[config.mk]
export PLATFORM = sky130hd
export DESIGN_NAME = flowctl_xonxoff
export DESIGN_NICKNAME = d
export VERILOG_FILES = /design/src/rtl/flowctl_pkg.sv /design/src/rtl/flowctl_match.sv /design/src/rtl/flowctl_halt.sv /design/src/rtl/flowctl_ctlq.sv /design/src/rtl/flowctl_xonxoff.sv
export SDC_FILE = /design/constraint.sdc
export NUM_CORES = 1
export LEC_CHECK = 0
export BUFFER_PORTS_ARGS = -buffer_cell sky130_fd_sc_hd__buf_2
export CAP_MARGIN = 25
export CORE_AREA = 4 4 41 43
export CTS_CLUSTER_SIZE = 28
export DETAILED_ROUTE_END_ITERATION = 16
export DIE_AREA = 0 0 45 47
export GPL_ROUTABILITY_DRIVEN = 0
export PLACE_DENSITY = 0.82
export SLEW_MARGIN = 20
export SYNTH_ARGS = -nofsm -noshare
export SYNTH_HDL_FRONTEND = slang
export SYNTH_SLANG_ARGS = --single-unit
[constraint.sdc]
create_clock -name clk -period 1.5 [get_ports clk]
set_input_delay 0.3 -clock clk [delete_from_list [all_inputs] [get_ports clk]]
set_output_delay 0.3 -clock clk [all_outputs]
set_load 0.01 [all_outputs]
[src/rtl/flowctl_pkg.sv]
package flowctl_pkg;
   localparam int OP_W = 3;

   typedef enum logic [OP_W-1:0] {
      OP_HOST_HALT = 3'd0,
      OP_RESUME    = 3'd1,
      OP_SEND_GO   = 3'd2,
      OP_SEND_STOP = 3'd3,
      OP_CANCEL    = 3'd4
   } flow_op_e;

   typedef enum logic [1:0] {
      TXS_DATA    = 2'b00,
      TXS_IDLE    = 2'b01,
      TXS_PSTOP   = 2'b10,
      TXS_PGO     = 2'b11
   } tx_state_e;

   localparam int IDX_GO   = 0;
   localparam int IDX_STOP = 1;
   localparam int NUM_CTL  = 2;
endpackage

[src/rtl/flowctl_match.sv]
module flowctl_match #(
   parameter int DATA_W  = 8,
   parameter int NUM_CMP = 2
) (
   input  logic                      rx_wr,
   input  logic [DATA_W-1:0]         rx_data,
   input  logic [NUM_CMP*DATA_W-1:0] cmp_chars,
   output logic [NUM_CMP-1:0]        hit
);
   for (genvar i = 0; i < NUM_CMP; i++) begin : g_cmp
      assign hit[i] = rx_wr && (rx_data == cmp_chars[i*DATA_W +: DATA_W]);
   end
endmodule

[src/rtl/flowctl_halt.sv]
module flowctl_halt (
   input  logic clk,
   input  logic rst_n,
   input  logic set_src,
   input  logic clr_src,
   output logic halted
);
   always_ff @(posedge clk or negedge rst_n) begin
      if (!rst_n)       halted <= 1'b0;
      else if (set_src) halted <= 1'b1;
      else if (clr_src) halted <= 1'b0;
   end
endmodule

[src/rtl/flowctl_ctlq.sv]
module flowctl_ctlq (
   input  logic clk,
   input  logic rst_n,
   input  logic load_go,
   input  logic load_stop,
   input  logic drop,
   output logic pend,
   output logic pend_go
);
   always_ff @(posedge clk or negedge rst_n) begin
      if (!rst_n) begin
         pend    <= 1'b0;
         pend_go <= 1'b0;
      end else if (load_go || load_stop) begin
         pend    <= 1'b1;
         pend_go <= load_go;
      end else if (drop) begin
         pend    <= 1'b0;
         pend_go <= 1'b0;
      end
   end
endmodule

[src/rtl/flowctl_xonxoff.sv]
module flowctl_xonxoff
   import flowctl_pkg::*;
#(
   parameter int DATA_W = 8
) (
   input  logic              clk,
   input  logic              rst_n,
   input  logic              auto_en,
   input  logic [DATA_W-1:0] go_char,
   input  logic [DATA_W-1:0] stop_char,
   input  logic              rx_wr,
   input  logic [DATA_W-1:0] rx_data,
   input  logic              cmd_valid,
   input  logic [2:0]        cmd_op,
   input  logic              ctl_ack,
   input  logic              tx_fifo_empty,
   input  logic              evt_rd,
   output logic              tx_gate,
   output logic              ctl_req,
   output logic              ctl_is_go,
   output logic [1:0]        tx_state,
   output logic [1:0]        evt_flags,
   output logic              irq
);
   localparam int CMP_W = NUM_CTL * DATA_W;

   initial begin
      assert (DATA_W >= 5 && DATA_W <= 9)
         else $error("flowctl_xonxoff: DATA_W must lie in 5..9");
   end

   logic [NUM_CTL-1:0] hit;
   logic [CMP_W-1:0]   cmp_chars;
   logic               halted, pend, pend_go;
   logic               op_halt, op_resume, op_go, op_stop, op_cancel;
   logic [1:0]         flags_q;

   assign cmp_chars = {stop_char, go_char};

   flowctl_match #(.DATA_W(DATA_W), .NUM_CMP(NUM_CTL)) u_match (
      .rx_wr     (rx_wr),
      .rx_data   (rx_data),
      .cmp_chars (cmp_chars),
      .hit       (hit)
   );

   assign op_halt   = cmd_valid && (cmd_op == OP_HOST_HALT);
   assign op_resume = cmd_valid && (cmd_op == OP_RESUME);
   assign op_go     = cmd_valid && (cmd_op == OP_SEND_GO);
   assign op_stop   = cmd_valid && (cmd_op == OP_SEND_STOP);
   assign op_cancel = cmd_valid && (cmd_op == OP_CANCEL);

   flowctl_halt u_halt (
      .clk     (clk),
      .rst_n   (rst_n),
      .set_src (op_halt || (auto_en && hit[IDX_STOP])),
      .clr_src ((auto_en && hit[IDX_GO]) || (op_resume && !auto_en)),
      .halted  (halted)
   );

   flowctl_ctlq u_ctlq (
      .clk       (clk),
      .rst_n     (rst_n),
      .load_go   (op_go),
      .load_stop (op_stop),
      .drop      (op_cancel || ctl_ack),
      .pend      (pend),
      .pend_go   (pend_go)
   );

   // Sticky recognition flags: a new event beats a clearing read.
   always_ff @(posedge clk or negedge rst_n) begin
      if (!rst_n) flags_q <= '0;
      else        flags_q <= hit | (flags_q & {2{!evt_rd}});
   end

   always_comb begin
      if (pend)                         tx_state = pend_go ? TXS_PGO : TXS_PSTOP;
      else if (halted || tx_fifo_empty) tx_state = TXS_IDLE;
      else                              tx_state = TXS_DATA;
   end

   assign tx_gate   = !halted && !pend;
   assign ctl_req   = pend;
   assign ctl_is_go = pend && pend_go;
   assign evt_flags = flags_q;
   assign irq       = |flags_q;
endmodule

# Yosys cells after proc, flatten, opt, wreduce, memory -nomap -nowiden
# Index checks and enable logic that the tools add are counted.
[classes]
n_eq_ne = 6
muxes = 8
bitwise_logic = 2
reduce_logical = 25
[op_table]
columns = ["cell", "n"]
rows = [
  ["8-bit == test", 2],
  ["1-bit logical AND", 12],
  ["1-bit 2-to-1 mux", 7],
  ["3-bit by 2-bit == test with 1-bit output (second input constant)", 2],
  ["1-bit logical OR", 5],
  ["1-bit zero test", 4],
  ["2-bit nonzero test", 2],
  ["3-bit by 1-bit == test with 1-bit output (second input constant)", 1],
  ["3-bit == test (second input constant)", 1],
  ["3-bit zero test", 1],
  ["2-bit AND", 1],
  ["2-bit 2-to-1 mux", 1],
  ["2-bit OR", 1],
  ["2-bit OR reduction", 1],
]
[word_totals]
ff_bits = 5
in_bits = 35
output_inout_bits = 8
elab_cells = 45

# Longest topological paths before layout
# Gate-level depths: netlist of the first run.
[logic_depth]
ltp_word = 6
ltp_mapped = 4
depth_no_buf = 4

# Modules after synthesis
# From an unflattened synthesis of the first run, not the netlist that was laid out.
[unflattened]
hier_cells = 54
hier_area_um2 = 476.7
[by_module_without_submodules]
columns = ["mod", "n_inst", "cells_each", "area_each_um2", "seq_area_each_um2"]
rows = [
  ["flowctl_match", 1, 24, 190.2, 0.0],
  ["flowctl_xonxoff", 1, 20, 173.9, 50.0],
  ["flowctl_ctlq", 1, 7, 76.3, 50.0],
  ["flowctl_halt", 1, 3, 36.3, 25.0],
]

# Least setup slack after synthesis of the first run
# OpenSTA, ideal clock, no wires.
[synth_path]
path_kind = "register to output"
from = "register u_ctlq.pend"
to = "output tx_state[0]"
arrival_time_ns = 0.854
t_required_ns = 1.200
slack_ns = 0.346
stages_incl_launch_ff = 3
n_path_buf = 0
path_cell_list = "dfrtp_1 > and2_1 > o21bai_1"
[synth_between]
elab_chain_cells = 1
[synth_rtl]
columns = ["element", "line", "rtl"]
rows = [
  ["from (decl)", "flowctl_ctlq.sv:7", "output logic pend,"],
  ["from (signal assigned)", "flowctl_ctlq.sv:12", "pend <= 1'b0;"],
  ["from (signal assigned)", "flowctl_ctlq.sv:15", "pend <= 1'b1;"],
  ["from (signal assigned)", "flowctl_ctlq.sv:18", "pend <= 1'b0;"],
  ["2-bit 2-to-1 mux", "flowctl_xonxoff.sv:78", "if (pend) tx_state = pend_go ? TXS_PGO : TXS_PSTOP;"],
  ["to (decl)", "flowctl_xonxoff.sv:21", "output logic [1:0] tx_state,"],
]
# Every way passes these cells.

# Final worst setup path of the first run
# Ends and elaborated chain as after synthesis.

==> results of run 1 <==
==> state kept, by name, indices dropped and copies added (netlist names) <==
name and count:
u_halt.halted 1, u_ctlq.pend_go 1, evt_flags 2, u_ctlq.pend 1
==> power breakdown <==
part / total, mW / internal (mW) / switching, mW
Clock: 0.155 / 0.101 / 0.0548
Combinational: 0.157 / 0.0827 / 0.0744
Sequential: 0.153 / 0.144 / 0.00900
==> layout make-up <==
cell class                      count  area [um^2]
Sequential cell                     5          125
Inverter                            2         7.51
Multi-Input combinational cell     44          322
Tap cell                           15         18.8
Timing Repair Buffer               43          220
Fill cell                         128          582
Clock buffer                        4         26.3
==> metal layers <==
layer,part of all wire,vias to the layer above
met2,0.47,39
li1,-,274
met5,0,-
met1,0.37,237
met4,0.033,0
met3,0.13,4
==> metrics by stage <==
stage                     instances  instance area, um^2  power, mW   util
final                           113                  719      0.466  0.553
after global placement          108                  683      0.305  0.525
after CTS                       113                  719      0.470  0.553
after floorplan                  52                  462      0.230      -
after global routing            113                  719      0.497  0.553
after detailed placement        108                  683      0.312  0.525
==> kinds of logic after synthesis <==
logic type	Yosys count	synth area share
compound gates	9	0.141
xor+xnor	16	0.304
buf+inv	3	0.0325
flops	5	0.271
mux	1	0.0217
simple gates	18	0.230
==> layout by cell type, fill, tap and decap left out, types with 2 or more instances in the layout <==
cell	count
xor2_1	8
clkbuf_4	3
nand2_1	3
nor3_1	2
nor2_1	4
nor4_2	2
xnor2_1	8
inv_1	2
dfrtp_1	5
nand4_1	2
buf_2	42
a21oi_1	2
==> critical path, stage by stage, from the launching register on <==
cell      delay, ns
dfrtp_1        0.43
and2_1         0.19
o21bai_1       0.14
buf_2          0.14
==> what timing repair did <==
action                                 4_1_cts  5_1_grt
hold buffers                                 1        0
endpoints found under the hold margin        5        0
gates resized for setup                      0        0
==> path summary, 6_finish.rpt <==
check	to	from	cells past startpoint	slack, ns
worst min-delay path	evt_flags[0]	rx_wr	2	0.33
max in group asynchronous	evt_flags[0]	rst_n	2	0.98
worst min register to register	evt_flags[0]	evt_flags[0]	1	0.52
min in group asynchronous	evt_flags[1]	rst_n	2	0.40
worst max-delay path	tx_state[0]	u_ctlq.pend	3	0.06
worst max register to register	u_ctlq.pend_go	u_ctlq.pend_go	3	0.68
==> metrics.cfg, run 1 <==
[clocking]
cts_buffers=3
worstSkewPairLatency_ns=0.24
cts_tree=yes
cts_sinks=5
clk_pin_slew_ns=0.04
cts_buffer_depth=2
cts_htree_levels=1
cts-root-buf=clkbuf_4
post_cts_buffers=0

[global_route]
grt.busiest_layer=met2
grt.total_usage=0.129
grt_overflow_total=0
grt_use_met1=0.134
grt_start_max_net_pins=8
antenna_found_initial=0
grt_pass1_vias=519
grt_pass1_wl_um=1890
use_met2=0.232
use_met3=0.0192

[final_layout]
area_growth_pct=55.8
drive_above_1_share=0.500
n_antenna_cell=0
fin_nets=134

[route]
vias=554
drc_errors=0
antenna_left=0
drtIter0Drc=8
wl_per_cell_um=11.4
routed_wl_um=1290
vias_per_cell=4.90
drt_pre_antenna_iters=4

[sta]
hold_viol_final=0
fin_skew_ns=0
maxSlewViolCount=0
setup_viol=0
max_slew_margin=0.810
layout_setup_ws_ns=0.0610
hold_ws_ns=0.328
tightest_slew_ns=0.282
max_freq_mhz=695
setup_tns_ns=0
post-route-period-util=0.959
rsz0062_at_grt=no
finalCriticalPeriod_ns=1.44

[synth]
yosys.area.top_type=dfrtp_1
syn_area_um2=462
ys_types=24
syn_nets=87
yosysTopAreaCellShare=0.271
ys.flop_type=dfrtp_1
async_flop_share=1.00
synth_edf_count=0
synth_area_leaders=dfrtp_1 (27%), xnor2_1 (15%), xor2_1 (15%), nor4_2 (5.4%), nor2_1 (3.3%)
synth_warnings=0
ys_seq_area_frac=0.271
synthCells=52
ys_ff_latch=5
avgSynthCellArea_um2=8.88
synth_common_cells=xnor2_1 (8), xor2_1 (8), dfrtp_1 (5), nor2_1 (4), nand2_1 (3)

[placement]
dp_hpwl_um=1190
port_buffers=42
pre_cts_ws_ns=0.242

[worst_setup_path]
cp_max_fo=7
worstPathArrival_ns=1.14
worstPathRequired_ns=1.20
crit_type=reg -> out
start_kind=register
end_kind=output port

[floorplanning]
io_pins=43
start_util=0.355
rows=13
coreArea_mm2=0.00130
die_w_um=45
die_h_um=47
die_area_mm2=0.00212

[pwr]
p_leak_nw=0.381
powerDensity_mw_per_mm2=648
vdd_drop_max_uv=241

[hold_path]
hold_class=in -> reg

[status]
outcome=finished clean

[flow_run]
cap_viol_max_count=0

Note: power is estimated with default switching activity, not from simulation.
==> run 2: changes to the inputs <==
==> constraint.sdc (replaced) <==
create_clock -name clk -period 1.5 [get_ports clk]
set_input_delay 0.075 -clock clk [delete_from_list [all_inputs] [get_ports clk]]
set_output_delay 0.075 -clock clk [all_outputs]
set_load 0.01 [all_outputs]
==> run 2 against run 1 <==
Effect of this change: clock power down 3%; non-clock buffer count unchanged; cell area did not move; clock skew unchanged; first-iteration DRC count is the same; setup slack better by 0.23 ns; critical endpoint unchanged; largest cell class unchanged; highest routed layer unchanged.
==> metrics.cfg, run 2 (synthesis results as in run 1) <==
[status]
outcome=finished clean

[pwr]
p_comb_frac=0.341  ; +0.004
p_leak_nw=0.381  ; unchanged
vdd_drop_max_uv=315  ; +31%
powerDensity_mw_per_mm2=640  ; -1.2%
pwr-share-clk=0.325  ; -0.008
swShare=0.289  ; -0.00782
switchingPower_mw=0.133  ; -3.8%
pwr-share-seq=0.334  ; +0.005
p_int_mw=0.327  ; -0.11%

[final_layout]
largest_register_ffs=2  ; unchanged
n_antenna_cell=0  ; unchanged
layout_commonest_cell=buf_2
fill_cells=126  ; -1.6%
area_growth_pct=55.8  ; unchanged
layout_common_cells=buf_2 (42), xnor2_1 (8), xor2_1 (8)
fin_nets=134  ; unchanged
drive_above_1_share=0.500  ; unchanged

[global_route]
grt_pass1_vias=488  ; -6.0%
grt_pass1_wl_um=1880  ; -0.37%
antenna_found_initial=0  ; unchanged
grt.total_usage=0.125  ; -0.00397
grt_overflow_total=0  ; unchanged
grt_start_max_net_pins=8  ; unchanged

[route]
vias_per_cell=4.86  ; -0.90%
vias=549  ; -0.90%
drc_errors=0  ; unchanged
wl_per_cell_um=11.3  ; -1.3%
routed_wl_um=1280  ; -1.3%
antenna_left=0  ; unchanged
drtIter0Drc=8  ; unchanged
drt_pre_antenna_iters=4  ; unchanged

[clocking]
cts_buffers=3  ; unchanged
post_cts_buffers=0  ; unchanged
cts_sinks=5  ; unchanged
cts.repair.resized=0  ; unchanged
worstSkewPairLatency_ns=0.23  ; about the same
cts-root-buf=clkbuf_4
cts_htree_levels=1  ; unchanged
clk_pin_slew_ns=0.04  ; about the same
cts_tree=yes
cts_buffer_depth=2  ; unchanged

[worst_setup_path]
ff2ff_setup_slack_ns=0.66  ; -0.02 ns
r2r-end=u_ctlq.pend_go
cp_max_fo=7  ; unchanged
crit_type=reg -> out
endpoint=tx_state[0]
reg2reg_depth=3  ; unchanged
end_kind=output port
crit_path_start=u_ctlq.pend
start_kind=register
worstPathRequired_ns=1.42  ; +0.22 ns
r2r-start=u_ctlq.pend_go
worstPathArrival_ns=1.13  ; about the same

[sta]
max_freq_mhz=829  ; +19%
post-route-period-util=0.804  ; -0.155
max_slew_margin=0.801  ; -0.00965
layout_setup_ws_ns=0.294  ; +0.233 ns
rsz0062_at_grt=no
setup_viol=0  ; unchanged
finalCriticalPeriod_ns=1.21  ; -0.233 ns
tightest_slew_ns=0.297  ; +0.0144 ns
setup_tns_ns=0  ; unchanged
fin_skew_ns=0  ; unchanged
maxSlewViolCount=0  ; unchanged
hold_viol_final=0  ; unchanged

[floorplanning]
io_pins=43  ; unchanged
die_w_um=45  ; unchanged
die_area_mm2=0.00212  ; unchanged
rows=13  ; unchanged
coreArea_mm2=0.00130  ; unchanged
start_util=0.355  ; unchanged
die_h_um=47  ; unchanged

[flow_run]
cap_viol_max_count=0  ; unchanged

[placement]
dp_hpwl_um=1180  ; -0.82%
port_buffers=42  ; unchanged
pre_cts_ws_ns=0.464  ; +0.222 ns

[hold_path]
hold_class=in -> reg
hp-start=rx_wr

-- run 2: cell counts in the layout (fill, tap and decap cells not counted) --
No cell type changed its count.
-- run 2: worst max-delay path: stages, from the launching register on --
cell	delay, ns
dfrtp_1	0.43
and2_1	0.19
o21bai_1	0.14
buf_2	0.14
-- run 2: timing repair --
| action | CTS | global route |
|---|---|---|
| endpoints found under the setup margin | 0 | 0 |
| hold buffers | 1 | 0 |
| endpoints found under the hold margin | 5 | 0 |
-- run 2: power by group through the flow --
| stage | Sequential (mW) | Combinational, mW | Clock (mW) |
|---|---|---|---|
| global placement | 0.155 | 0.151 | 0 |
| detailed placement | 0.155 | 0.156 | 0 |
| CTS | 0.153 | 0.159 | 0.152 |
| global route | 0.155 | 0.174 | 0.167 |
| floorplan | 0.153 | 0.0762 | 0 |
| finish | 0.154 | 0.157 | 0.150 |
-- run 2: routing by layer --
layer,vias up,routed length [um],GRT usage,part of all wire
met1,233,476,0.141,0.37
met2,40,601,0.226,0.47
met5,-,0,0,0
met3,2,174,0.0192,0.14
met4,0,23,0.0702,0.018
li1,274,-,-,-
-- run 2: worst min path at each step --
stage,endpoint,cells after the start
final,evt_flags[0],2
after CTS,evt_flags[0],2
after global placement,u_ctlq.pend,1
after floorplan,evt_flags[0],0
after global routing,evt_flags[0],2
after detailed placement,evt_flags[0],1
-- run 2: cell type report --
cell class                 count  area [um^2]  share of cell area
clock buffer                   4         26.3              0.0365
inverter                       2         7.51              0.0104
multi-input combinational     44          322               0.447
sequential                     5          125               0.174
tap                           15         18.8              0.0261
timing repair buffer          43          220               0.306
-- run 2: through the flow --
| step | total power, mW | area, um^2 | instances | util | hold slack, ns |
|---|---|---|---|---|---|
| after global placement | 0.305 | 683 | 108 | 0.525 | -0.111 |
| final | 0.460 | 719 | 113 | 0.553 | 0.111 |
| after CTS | 0.464 | 719 | 113 | 0.553 | 0.106 |
| after global routing | 0.496 | 719 | 113 | 0.553 | 0.124 |
| after floorplan | 0.230 | 462 | 52 | - | -0.221 |
| after detailed placement | 0.312 | 683 | 108 | 0.525 | -0.111 |
==> run 3: changes to the inputs <==
--- a/config.mk
+++ b/config.mk
@@ -5,14 +5,15 @@
 export SDC_FILE = /design/constraint.sdc
 export NUM_CORES = 1
 export LEC_CHECK = 0
+export ABC_AREA = 1
 export BUFFER_PORTS_ARGS = -buffer_cell sky130_fd_sc_hd__buf_2
 export CAP_MARGIN = 25
-export CORE_AREA = 4 4 41 43
+export CORE_MARGIN = 4
+export CORE_UTILIZATION = 39
 export CTS_CLUSTER_SIZE = 28
 export DETAILED_ROUTE_END_ITERATION = 16
-export DIE_AREA = 0 0 45 47
 export GPL_ROUTABILITY_DRIVEN = 0
-export PLACE_DENSITY = 0.82
+export PLACE_DENSITY = 0.84
 export SLEW_MARGIN = 20
 export SYNTH_ARGS = -nofsm -noshare
 export SYNTH_HDL_FRONTEND = slang
==> constraint.sdc (replaced) <==
create_clock -name clk -period 1.2 [get_ports clk]
set_input_delay 0.06 -clock clk [delete_from_list [all_inputs] [get_ports clk]]
set_output_delay 0.06 -clock clk [all_outputs]
set_load 0.01 [all_outputs]
==> run 3 against run 2 <==
Effect of this change: power up 31%; worst hold slack worse by 0.096 ns; routed wire length up 8.5%.
==> metrics.cfg, run 3 <==
[status]
outcome=finished clean

[global_route]
antenna_found_initial=0  ; unchanged
grt.total_usage=0.141  ; +0.0154
grt_overflow_total=0  ; unchanged
grt_pass1_vias=644  ; +32%
grt_start_max_net_pins=7  ; -1
grt_pass1_wl_um=2220  ; +18%

[synth]
yosys.area.top_type=nand2_1
ys_seq_area_frac=0.219  ; -0.0517
synth-xor-area-share=0.0768  ; -0.227
synth_most_common_cell=nand2_1
synthAdderAreaFrac=0  ; unchanged
synth_warnings=0  ; unchanged
yosysTopAreaCellShare=0.283  ; +0.0119
synth_area_leaders=nand2_1 (28%), dfrtp_1 (22%), inv_1 (14%), nor2_1 (6.6%), xnor2_1 (4.6%)
async_flop_share=1.00  ; unchanged
ys.flop_type=dfrtp_1
avgSynthCellArea_um2=5.38  ; -39%
yosys.area_share.simple=0.454  ; +0.224
syn_nets=141  ; +62%
ys_types=20  ; -17%
synth_top_family_by_area=simple AND/OR/NAND/NOR gates
synthCells=106  ; +100%
syn_area_um2=571  ; +24%
synth_common_cells=nand2_1 (43), inv_1 (22), nor2_1 (10), dfrtp_1 (5), nand3_1 (5)
synth_compound_area_frac=0.0658  ; -0.0751
ys_ff_latch=5  ; unchanged
synth_edf_count=0  ; unchanged
synthMuxAreaShare=0  ; -0.0217

[pwr]
vdd_drop_max_uv=265  ; -16%
switchingPower_mw=0.188  ; +42%
p_comb_frac=0.367  ; +0.026
p_int_mw=0.416  ; +27%
pwr-share-seq=0.318  ; -0.016
powerDensity_mw_per_mm2=730  ; +14%
pwr-share-clk=0.315  ; -0.010
p_leak_nw=0.564  ; +48%
swShare=0.312  ; +0.0229
power_mw=0.604  ; +31%

[sta]
finalCriticalPeriod_ns=1.03
setup_viol=0  ; unchanged
maxSlewViolCount=0  ; unchanged
tightest_slew_ns=0.250  ; -0.0463 ns
post-route-period-util=0.861
max_slew_margin=0.832  ; +0.0313
max_freq_mhz=967
hold_viol_final=0  ; unchanged
setup_tns_ns=0  ; unchanged
rsz0062_at_grt=no
fin_skew_ns=0  ; unchanged

[final_layout]
drive_above_1_share=0.336  ; -0.164
layout_commonest_cell=nand2_1
fill_cells=132  ; +4.8%
layout_common_cells=nand2_1 (43), buf_2 (42), inv_1 (22)
area_growth_pct=45.2
post-route-util=0.621  ; +0.0681
largest_register_ffs=2  ; unchanged
fin_nets=188  ; +40%
n_antenna_cell=0  ; unchanged

[route]
routed_wl_um=1380  ; +8.5%
vias_per_cell=4.32  ; -11%
wl_per_cell_um=8.28  ; -27%
vias=721  ; +31%
drtIter0Drc=5  ; -3
drc_errors=0  ; unchanged
drt_pre_antenna_iters=3  ; -1
antenna_left=0  ; unchanged

[clocking]
cts_buffer_depth=2  ; unchanged
cts_sinks=5  ; unchanged
clk_pin_slew_ns=0.04  ; about the same
cts-root-buf=clkbuf_4
cts.repair.resized=0  ; unchanged
cts_tree=yes
cts_htree_levels=1  ; unchanged
cts_buffers=3  ; unchanged
worstSkewPairLatency_ns=0.24  ; about the same

[worst_setup_path]
end_kind=output port
cp_max_fo=6  ; -1
worstPathRequired_ns=1.14  ; -0.28 ns
ff2ff_setup_slack_ns=0.43  ; -0.23 ns
crit_type=reg -> out
crit_path_start=u_ctlq.pend
worstPathArrival_ns=0.97  ; -0.16 ns
r2r-start=u_halt.halted
reg2reg_depth=3  ; unchanged
r2r-end=u_halt.halted
start_kind=register

[floorplanning]
rows=13  ; unchanged
die_w_um=46.3  ; +2.8%
coreArea_mm2=0.00133  ; +2.5%
die_h_um=46.3  ; -1.6%
start_util=0.428  ; +0.0730
io_pins=43  ; unchanged
die_area_mm2=0.00214  ; +1.1%

[hold_path]
hold_end=evt_flags[0]
hold_class=in -> reg
hp-start=evt_rd
min_path_cells=2  ; unchanged

[flow_run]
cap_viol_max_count=0  ; unchanged

[placement]
dp_hpwl_um=1290  ; +9.0%
port_buffers=42  ; unchanged

[run 3: cell types whose count changed after synthesis, moves of 2 or more]
cell     previous run  this run
inv_1               2        22
nor2_1              4        10
inv_2               0         3
xor2_1              8         2
nand3_1             0         5
nand2_1             3        43
nor4_2              2         0
xnor2_1             8         3
[run 3: layer usage]
metal  GRT usage  share of wire  vias up
met2       0.261           0.51       22
met1       0.148           0.41      298
met5           0              0        -
li1            -              -      401
met3      0.0273          0.085        0
met4      0.0682              0        0
[run 3: area by class of cell]
cell class / instances / area [um^2] / area share
Inverter: 26 / 97.6 / 0.118
Multi-Input combinational cell: 74 / 340 / 0.411
Clock buffer: 4 / 26.3 / 0.0317
Timing Repair Buffer: 43 / 220 / 0.266
Sequential cell: 5 / 125 / 0.151
Tap cell: 15 / 18.8 / 0.0227
[run 3: power groups by stage]
| stage | Combinational [mW] | Clock (mW) | Sequential, mW |
|---|---|---|---|
| after detailed placement | 0.222 | 0 | 0.194 |
| final | 0.222 | 0.190 | 0.192 |
| after CTS | 0.225 | 0.197 | 0.192 |
| after global placement | 0.215 | 0 | 0.194 |
| after floorplan | 0.118 | 0 | 0.193 |
| after global routing | 0.253 | 0.217 | 0.194 |
[run 3: repair_timing]
item	in CTS	in global routing
hold endpoints to repair	5	0
buffers inserted	0	0
setup endpoints to repair	0	0
hold buffers	1	0
[run 3: worst max path at each step]
| stage | endpoint | slack, ns |
|---|---|---|
| finish | tx_state[0] | 0.17 |
| global route | tx_state[0] | 0.08 |
| CTS | tx_state[0] | 0.15 |
| detailed placement | u_halt.halted | 0.28 |
| global placement | u_halt.halted | 0.33 |
| floorplan | u_halt.halted | 0.48 |
[run 3: worst max-delay path, stage by stage (launching register included)]
cell and delay [ns]:
dfrtp_1 0.42, inv_1 0.07, o21ai_0 0.07, nand2_1 0.06, buf_2 0.12
[run 3: through the flow]
step	instances	instance area, um^2	worst slack, ns	hold WS [ns]
final	167	828	0.166	0.0143
after global routing	167	828	0.0818	0.0000531
after CTS	167	828	0.154	0.0116
after detailed placement	162	792	0.279	-0.121
after global placement	162	792	0.326	-0.125
after floorplan	106	571	0.482	-0.236
[run 3: logic make-up (layout without fill, tap and decap cells)]
group                     count (synthesis)  in the layout
and+or+nand+nor                          63             63
buffers and inverters                    27             73
AOI/OAI and AO/OA                         6              6
xor gates and xnor gates                  5              5
DFF                                       5              5
